## config.mk

```make
export PLATFORM = sky130hd
export DESIGN_NAME = amap_xlate
export DESIGN_NICKNAME = d
export VERILOG_FILES = /design/src/rtl/amap_pkg.sv /design/src/rtl/amap_xor_hash.sv /design/src/rtl/amap_gather.sv /design/src/rtl/amap_scatter.sv /design/src/rtl/amap_xlate.sv
export SDC_FILE = /design/constraint.sdc
export NUM_CORES = 1
export LEC_CHECK = 0
export ABC_CLOCK_PERIOD_IN_PS = 1220
export CAP_MARGIN = 25
export CORE_MARGIN = 2
export CORE_UTILIZATION = 32
export CTS_CLUSTER_SIZE = 40
export DETAILED_ROUTE_END_ITERATION = 12
export GPL_TIMING_DRIVEN = 0
export PLACE_DENSITY = 0.78
export SLEW_MARGIN = 15
export SYNTH_ARGS = -nofsm -noshare
export SYNTH_HDL_FRONTEND = slang
export SYNTH_SLANG_ARGS = --single-unit
export TNS_END_PERCENT = 10
```

## constraint.sdc

```tcl
create_clock -name clk -period 1.22 [get_ports clk]
set_clock_uncertainty 0.05 [all_clocks]
set_input_delay 0.244 -clock clk [delete_from_list [all_inputs] [get_ports clk]]
set_output_delay 0.244 -clock clk [all_outputs]
set_load 0.01 [all_outputs]
```

## src/rtl/amap_pkg.sv

```systemverilog
package amap_pkg;

    localparam int ADDR_W    = 32;
    localparam int POS_W     = 5;
    localparam int BYTE_BITS = 3;

    typedef enum logic {
        XL_DECODE = 1'b0,
        XL_ENCODE = 1'b1
    } xl_mode_e;

    // Address position of column bit k: the k-th set bit of the free mask,
    // counted from bit 0 upward.
    function automatic int col_src(logic [ADDR_W-1:0] free_mask, int k);
        int n;
        n = 0;
        for (int i = 0; i < ADDR_W; i++) begin
            if (free_mask[i]) begin
                if (n == k) return i;
                n++;
            end
        end
        return 0;
    endfunction

endpackage

```

## src/rtl/amap_xor_hash.sv

```systemverilog
module amap_xor_hash #(
    parameter int XOR_SLOTS = 2,
    parameter int XOR_USED  = 2,
    parameter logic [2*XOR_SLOTS*amap_pkg::POS_W-1:0] XOR_POS =
        {5'd14, 5'd13, 5'd28, 5'd27}
) (
    input  logic [amap_pkg::ADDR_W-1:0] addr_i,
    output logic [amap_pkg::ADDR_W-1:0] addr_o
);
    localparam int PW = amap_pkg::POS_W;

    generate
        if (XOR_USED == 0) begin : g_plain
            assign addr_o = addr_i;
        end else begin : g_hash
            // Pairs applied in list order; bank half first, row half second.
            always_comb begin
                addr_o = addr_i;
                for (int i = 0; i < XOR_USED; i++) begin
                    addr_o[XOR_POS[i*PW +: PW]] =
                        addr_o[XOR_POS[i*PW +: PW]] ^
                        addr_o[XOR_POS[(XOR_SLOTS+i)*PW +: PW]];
                end
            end
        end
    endgenerate
endmodule

```

## src/rtl/amap_gather.sv

```systemverilog
module amap_gather #(
    parameter int BANK_BITS = 3,
    parameter int ROW_BITS  = 14,
    parameter int COL_BITS  = 11,
    parameter logic [BANK_BITS*amap_pkg::POS_W-1:0] BANK_POS = '0,
    parameter logic [ROW_BITS*amap_pkg::POS_W-1:0]  ROW_POS  = '0,
    parameter logic [amap_pkg::ADDR_W-1:0]          FREE_MASK = '0
) (
    input  logic [amap_pkg::ADDR_W-1:0] addr_i,
    output logic [BANK_BITS-1:0]        bank_o,
    output logic [ROW_BITS-1:0]         row_o,
    output logic [COL_BITS-1:0]         col_o
);
    localparam int PW = amap_pkg::POS_W;

    always_comb begin
        for (int k = 0; k < BANK_BITS; k++) bank_o[k] = addr_i[BANK_POS[k*PW +: PW]];
        for (int k = 0; k < ROW_BITS; k++)  row_o[k]  = addr_i[ROW_POS[k*PW +: PW]];
        for (int k = 0; k < COL_BITS; k++)  col_o[k]  = addr_i[amap_pkg::col_src(FREE_MASK, k)];
    end
endmodule

```

## src/rtl/amap_scatter.sv

```systemverilog
module amap_scatter #(
    parameter int BANK_BITS = 3,
    parameter int ROW_BITS  = 14,
    parameter int COL_BITS  = 11,
    parameter logic [BANK_BITS*amap_pkg::POS_W-1:0] BANK_POS = '0,
    parameter logic [ROW_BITS*amap_pkg::POS_W-1:0]  ROW_POS  = '0,
    parameter logic [amap_pkg::ADDR_W-1:0]          FREE_MASK = '0
) (
    input  logic [BANK_BITS-1:0]           bank_i,
    input  logic [ROW_BITS-1:0]            row_i,
    input  logic [COL_BITS-1:0]            col_i,
    input  logic [amap_pkg::BYTE_BITS-1:0] byte_i,
    output logic [amap_pkg::ADDR_W-1:0]    addr_o
);
    localparam int PW = amap_pkg::POS_W;

    always_comb begin
        addr_o = '0;
        for (int k = 0; k < BANK_BITS; k++) addr_o[BANK_POS[k*PW +: PW]] = bank_i[k];
        for (int k = 0; k < ROW_BITS; k++)  addr_o[ROW_POS[k*PW +: PW]]  = row_i[k];
        for (int k = 0; k < COL_BITS; k++)  addr_o[amap_pkg::col_src(FREE_MASK, k)] = col_i[k];
        addr_o[amap_pkg::BYTE_BITS-1:0] = byte_i;
    end
endmodule

```

## src/rtl/amap_xlate.sv

```systemverilog
module amap_xlate #(
    parameter int BANK_BITS = 3,
    parameter int ROW_BITS  = 14,
    parameter logic [BANK_BITS*amap_pkg::POS_W-1:0] BANK_POS = {5'd29, 5'd28, 5'd27},
    parameter logic [ROW_BITS*amap_pkg::POS_W-1:0]  ROW_POS  =
        {5'd26, 5'd25, 5'd24, 5'd23, 5'd22, 5'd21, 5'd20,
         5'd19, 5'd18, 5'd17, 5'd16, 5'd15, 5'd14, 5'd13},
    parameter int XOR_SLOTS = 2,
    parameter int XOR_USED  = 2,
    parameter logic [2*XOR_SLOTS*amap_pkg::POS_W-1:0] XOR_POS =
        {5'd14, 5'd13, 5'd28, 5'd27},
    localparam int COL_BITS = amap_pkg::ADDR_W - amap_pkg::BYTE_BITS - 1 - BANK_BITS - ROW_BITS
) (
    input  logic                           clk,
    input  logic                           rst_n,
    input  logic                           in_valid,
    output logic                           in_ready,
    input  logic                           in_mode,
    input  logic [amap_pkg::ADDR_W-1:0]    in_addr,
    input  logic [BANK_BITS-1:0]           in_bank,
    input  logic [ROW_BITS-1:0]            in_row,
    input  logic [COL_BITS-1:0]            in_col,
    input  logic [amap_pkg::BYTE_BITS-1:0] in_byte,
    output logic                           out_valid,
    input  logic                           out_ready,
    output logic                           out_mode,
    output logic [amap_pkg::ADDR_W-1:0]    out_addr,
    output logic [BANK_BITS-1:0]           out_bank,
    output logic [ROW_BITS-1:0]            out_row,
    output logic [COL_BITS-1:0]            out_col,
    output logic [amap_pkg::BYTE_BITS-1:0] out_byte
);
    import amap_pkg::*;

    localparam int PW = POS_W;

    // Column bits: everything not byte, bank, row, nor the top bit.
    function automatic logic [ADDR_W-1:0] free_bits();
        logic [ADDR_W-1:0] m;
        m = '1;
        m[BYTE_BITS-1:0] = '0;
        m[ADDR_W-1] = 1'b0;
        for (int k = 0; k < BANK_BITS; k++) m[BANK_POS[k*PW +: PW]] = 1'b0;
        for (int k = 0; k < ROW_BITS; k++)  m[ROW_POS[k*PW +: PW]]  = 1'b0;
        return m;
    endfunction

    localparam logic [ADDR_W-1:0] FREE_MASK = free_bits();

    typedef struct packed {
        logic                 valid;
        xl_mode_e             mode;
        logic [ADDR_W-1:0]    addr;
        logic [BANK_BITS-1:0] bank;
        logic [ROW_BITS-1:0]  row;
        logic [COL_BITS-1:0]  col;
        logic [BYTE_BITS-1:0] byte_off;
    } res_t;

    res_t res_d, res_q;

    logic [ADDR_W-1:0]    scat_addr, hash_in, hash_out;
    logic [BANK_BITS-1:0] g_bank;
    logic [ROW_BITS-1:0]  g_row;
    logic [COL_BITS-1:0]  g_col;
    xl_mode_e             req_mode;

    assign req_mode = xl_mode_e'(in_mode);

    amap_scatter #(
        .BANK_BITS(BANK_BITS), .ROW_BITS(ROW_BITS), .COL_BITS(COL_BITS),
        .BANK_POS(BANK_POS), .ROW_POS(ROW_POS), .FREE_MASK(FREE_MASK)
    ) u_scatter (
        .bank_i(in_bank), .row_i(in_row), .col_i(in_col), .byte_i(in_byte),
        .addr_o(scat_addr)
    );

    // One shared hash stage: its input is the raw address or the scattered one.
    assign hash_in = (req_mode == XL_ENCODE) ? scat_addr : in_addr;

    amap_xor_hash #(
        .XOR_SLOTS(XOR_SLOTS), .XOR_USED(XOR_USED), .XOR_POS(XOR_POS)
    ) u_hash (
        .addr_i(hash_in), .addr_o(hash_out)
    );

    amap_gather #(
        .BANK_BITS(BANK_BITS), .ROW_BITS(ROW_BITS), .COL_BITS(COL_BITS),
        .BANK_POS(BANK_POS), .ROW_POS(ROW_POS), .FREE_MASK(FREE_MASK)
    ) u_gather (
        .addr_i(hash_out), .bank_o(g_bank), .row_o(g_row), .col_o(g_col)
    );

    always_comb begin
        res_d    = res_q;
        in_ready = !res_q.valid || out_ready;
        if (in_ready) begin
            res_d.valid = in_valid;
            if (in_valid) begin
                res_d.mode = req_mode;
                if (req_mode == XL_DECODE) begin
                    res_d.addr     = in_addr;
                    res_d.bank     = g_bank;
                    res_d.row      = g_row;
                    res_d.col      = g_col;
                    res_d.byte_off = in_addr[BYTE_BITS-1:0];
                end else begin
                    res_d.addr     = hash_out;
                    res_d.bank     = in_bank;
                    res_d.row      = in_row;
                    res_d.col      = in_col;
                    res_d.byte_off = in_byte;
                end
            end
        end
    end

    always_ff @(posedge clk) begin
        if (!rst_n) res_q <= '0;
        else        res_q <= res_d;
    end

    assign out_valid = res_q.valid;
    assign out_mode  = res_q.mode;
    assign out_addr  = res_q.addr;
    assign out_bank  = res_q.bank;
    assign out_row   = res_q.row;
    assign out_col   = res_q.col;
    assign out_byte  = res_q.byte_off;


    accept_to_valid_chk: assert property (@(posedge clk) disable iff (!rst_n)
        in_valid && in_ready |=> out_valid);


    stall_hold_chk: assert property (@(posedge clk) disable iff (!rst_n)
        out_valid && !out_ready |=> out_valid && $stable(out_addr) && $stable(out_bank)
            && $stable(out_row) && $stable(out_col) && $stable(out_byte) && $stable(out_mode));


    byte_dec_chk: assert property (@(posedge clk) disable iff (!rst_n)
        in_valid && in_ready && !in_mode |=> out_byte == $past(in_addr[BYTE_BITS-1:0]));


    byte_enc_chk: assert property (@(posedge clk) disable iff (!rst_n)
        in_valid && in_ready && in_mode |=> out_addr[BYTE_BITS-1:0] == $past(in_byte));


    row_lsb_chk: assert property (@(posedge clk) disable iff (!rst_n)
        in_valid && in_ready && !in_mode |=> out_row[0] == $past(in_addr[ROW_POS[PW-1:0]]));


    mode_echo_chk: assert property (@(posedge clk) disable iff (!rst_n)
        in_valid && in_ready |=> out_mode == $past(in_mode));
endmodule

```

==> impl_metrics.tcl <==
set metrics [dict create \
    cts_tree "yes" \
    dieHeight_um 81.0 \
    p_per_area_mw_per_mm2 946 \
    synth-seq-cells 36 \
    dpl_cell_area_mm2 0.00331 \
    drive_gt1_share_pct 39.8 \
    cp-end-kind "primary output" \
    synth_ff_type "dfxtp_1" \
    grt-ovfl-total 0 \
    placed_cells 407 \
    fmax_ghz 0.738 \
    relSlewSlack_pct 77.7 \
    cp.required_ns 0.93 \
    final_cell_area_mm2 0.00352 \
    clk_path_buf_depth 2 \
    gp_congestion 0.729 \
    cp_cell_sequence "nor2b_4, inv_4, buf_8, buf_6" \
    post-route-util_pct 60.5 \
    avgViaCountPerCell 4.68 \
    antenna_found_initial 0 \
    final_cell_mix "clkdlybuf4s50_1 (63), buf_4 (51), a21oi_1 (32), mux2i_1 (29)" \
    critical-path-top-delay-family "flip-flops" \
    first_global_vias 1967 \
    final_common_cell "clkdlybuf4s50_1" \
    synthArstFlopShare_pct 0 \
    n_fill_cell 550 \
    die_area_mm2 0.00656 \
    ff_latch_area_um2 752 \
    io_buffers 131 \
    worstSetupPathType "flop to primary output" \
    switchingPower_mw 0.918 \
    critPathMaxFanout 7 \
    htreeDepth 2 \
    clock_power_share_pct 26.5 \
    areaGrowthSynthToFinish_pct 85.7 \
    intPower_mw 2.41 \
    final_hold_viol_count 0 \
    initial_core_util_pct 32.6 \
    vias 1998 \
    pwr-share-comb_pct 32.9 \
    worst_skew_pair.late_latency_ns 0.28 \
    syn-instance-count 201 \
    num_rows 28 \
    p_sw_share_pct 27.6 \
    numCtsBuffers 5 \
    hold_path_class "input port to flop" \
    cp-start-kind "flop" \
    crit_slowest_cell "dfxtp_2" \
    syn_nets 269 \
    synth_area_mm2 0.00190 \
    yosysWarnings 0 \
    fin_nets 419 \
    drtIter0Drc 47 \
    worst_path_largest_cell_delay_ns 0.32 \
    leakagePower_nw 1.57 \
    clock-root-buffer "clkbuf_8" \
    dr.pass1.iters 4 \
    outcome "finished, violations left" \
    slew_violations 0 \
    min_period_ns 1.36 \
    rsz0062_at_grt "yes" \
    timing.final.crit_share_pct 111 \
    num_antenna_cells 0 \
    cp_num_buf_inv 3 \
    failed_checks "setup timing" \
    synth-edff-count 0 \
    setup_viol 14 \
    multi_input_area_um2 880 \
    core-area_mm2 0.00582 \
    maxCapViolations 0 \
    track_usage_pct 18.2 \
    setup_ws_ns -0.136 \
    ctsHoldBuffers 0 \
    ant_nets 0 \
    tightest_slew_ns 0.326 \
    ir_drop_v 0.000519 \
    grt_start_max_net_pins 12 \
    syn_avg_cell_area_um2 9.43 \
    yosysUniqueCellTypes 22 \
    ys_seq_area_share_pct 38.0 \
    drc_errors 0 \
    hpwl_um 4410 \
    cts.sinks 36 \
    ios 134 \
    totalWireLength_um 6060 \
    timing.hold.ws_ns 0.285 \
    routedWlPerCell_um 14.2 \
    grt_pass1_wl_um 9310 \
    crit_arrival_ns 1.06 \
    die_x_um 81.0 \
    final_cells 427 \
    seq_power_share_pct 40.6 \
    clkTransAtPathRegs_ns 0.07 \
]
==> cell usage after synthesis, types with 3 or more instances <==
master | number | area share (%)
buf_4 | 34 | 13
o21ai_0 | 4 | 1.1
inv_2 | 3 | 0.59
a211oi_1 | 29 | 11
a21oi_1 | 34 | 9.0
clkbuf_1 | 3 | 0.59
dfxtp_1 | 36 | 38
mux2i_1 | 29 | 15
buf_2 | 7 | 1.8
==> worst register-to-register path, stage by stage (launching register included) <==
cell and delay, ns:
dfxtp_2 0.32, nor2b_4 0.17, buf_4 0.18, nor2_4 0.05
buf_4 0.18, a211oi_1 0.21
==> final cells by class <==
type	count	share of cell area, %
sequential	36	21.4
tap	75	2.67
multi-input combinational	116	25.0
clock inverter	1	0.213
inverter	3	0.391
buffer	39	8.57
timing repair buffer	150	39.4
clock buffer	7	2.45
==> layer usage <==
| metal | wire length (um) | global-route usage, % |
|---|---|---|
| met1 | 2380 | 20.5 |
| met3 | 480 | 5.78 |
| met5 | 0 | 0 |
| met2 | 3150 | 33.2 |
| met4 | 45 | 4.07 |
==> state kept, by name (all words and copies together), names as in the netlist <==
| register | flops |
|---|---|
| out_addr | 29 |
| out_bank | 2 |
| out_mode | 1 |
| out_row | 3 |
| out_valid | 1 |
==> per-stage QoR <==
step	setup slack, ns	total power [mW]	TNS (ns)
floorplan	0.0321	1.83	0
global placement	-0.777	2.44	-15.09
detailed placement	-0.788	2.46	-16.34
CTS	-0.190	3.33	-0.911
global route	-0.174	3.52	-1.99
finish	-0.136	3.33	-0.280
==> cell families after synthesis <==
group / synth area share (%)
xor gates and xnor gates: 1.85
DFF: 38.0
buffers and inverters: 17.7
AOI/OAI and AO/OA: 24.7
muxes: 15.3
and+or+nand+nor: 2.44
==> power groups by stage <==
stage               logic [mW]  registers [mW]  clock network, mW
detailed placement        1.09            1.37                  0
finish                    1.10            1.35              0.883
CTS                       1.07            1.35              0.914
floorplan                0.431            1.40                  0
global route              1.18            1.36              0.970
global placement          1.07            1.36                  0
==> path summary, 6_finish.rpt <==
| kind | slack [ns] | depth (start not counted) | end | startpoint |
|---|---|---|---|---|
| worst max-delay path | -0.14 | 4 | in_ready | out_valid$_SDFFE_PN0P_ |
| worst min-delay path | 0.29 | 3 | out_addr[30]$_SDFFE_PN0P_ | in_valid |
| worst max register to register | -0.03 | 5 | out_addr[6]$_SDFFE_PN0P_ | out_valid$_SDFFE_PN0P_ |
| worst min register to register | 0.40 | 2 | out_addr[28]$_SDFFE_PN0P_ | out_addr[28]$_SDFFE_PN0P_ |
==> what timing repair did <==
item	4_1_cts	5_1_grt
hold endpoints to repair	0	0
resized for setup	170	51
setup buffers	14	5
endpoints found under the setup margin	101	66
pin swaps	0	1
Power figures use the tool's default switching activity.
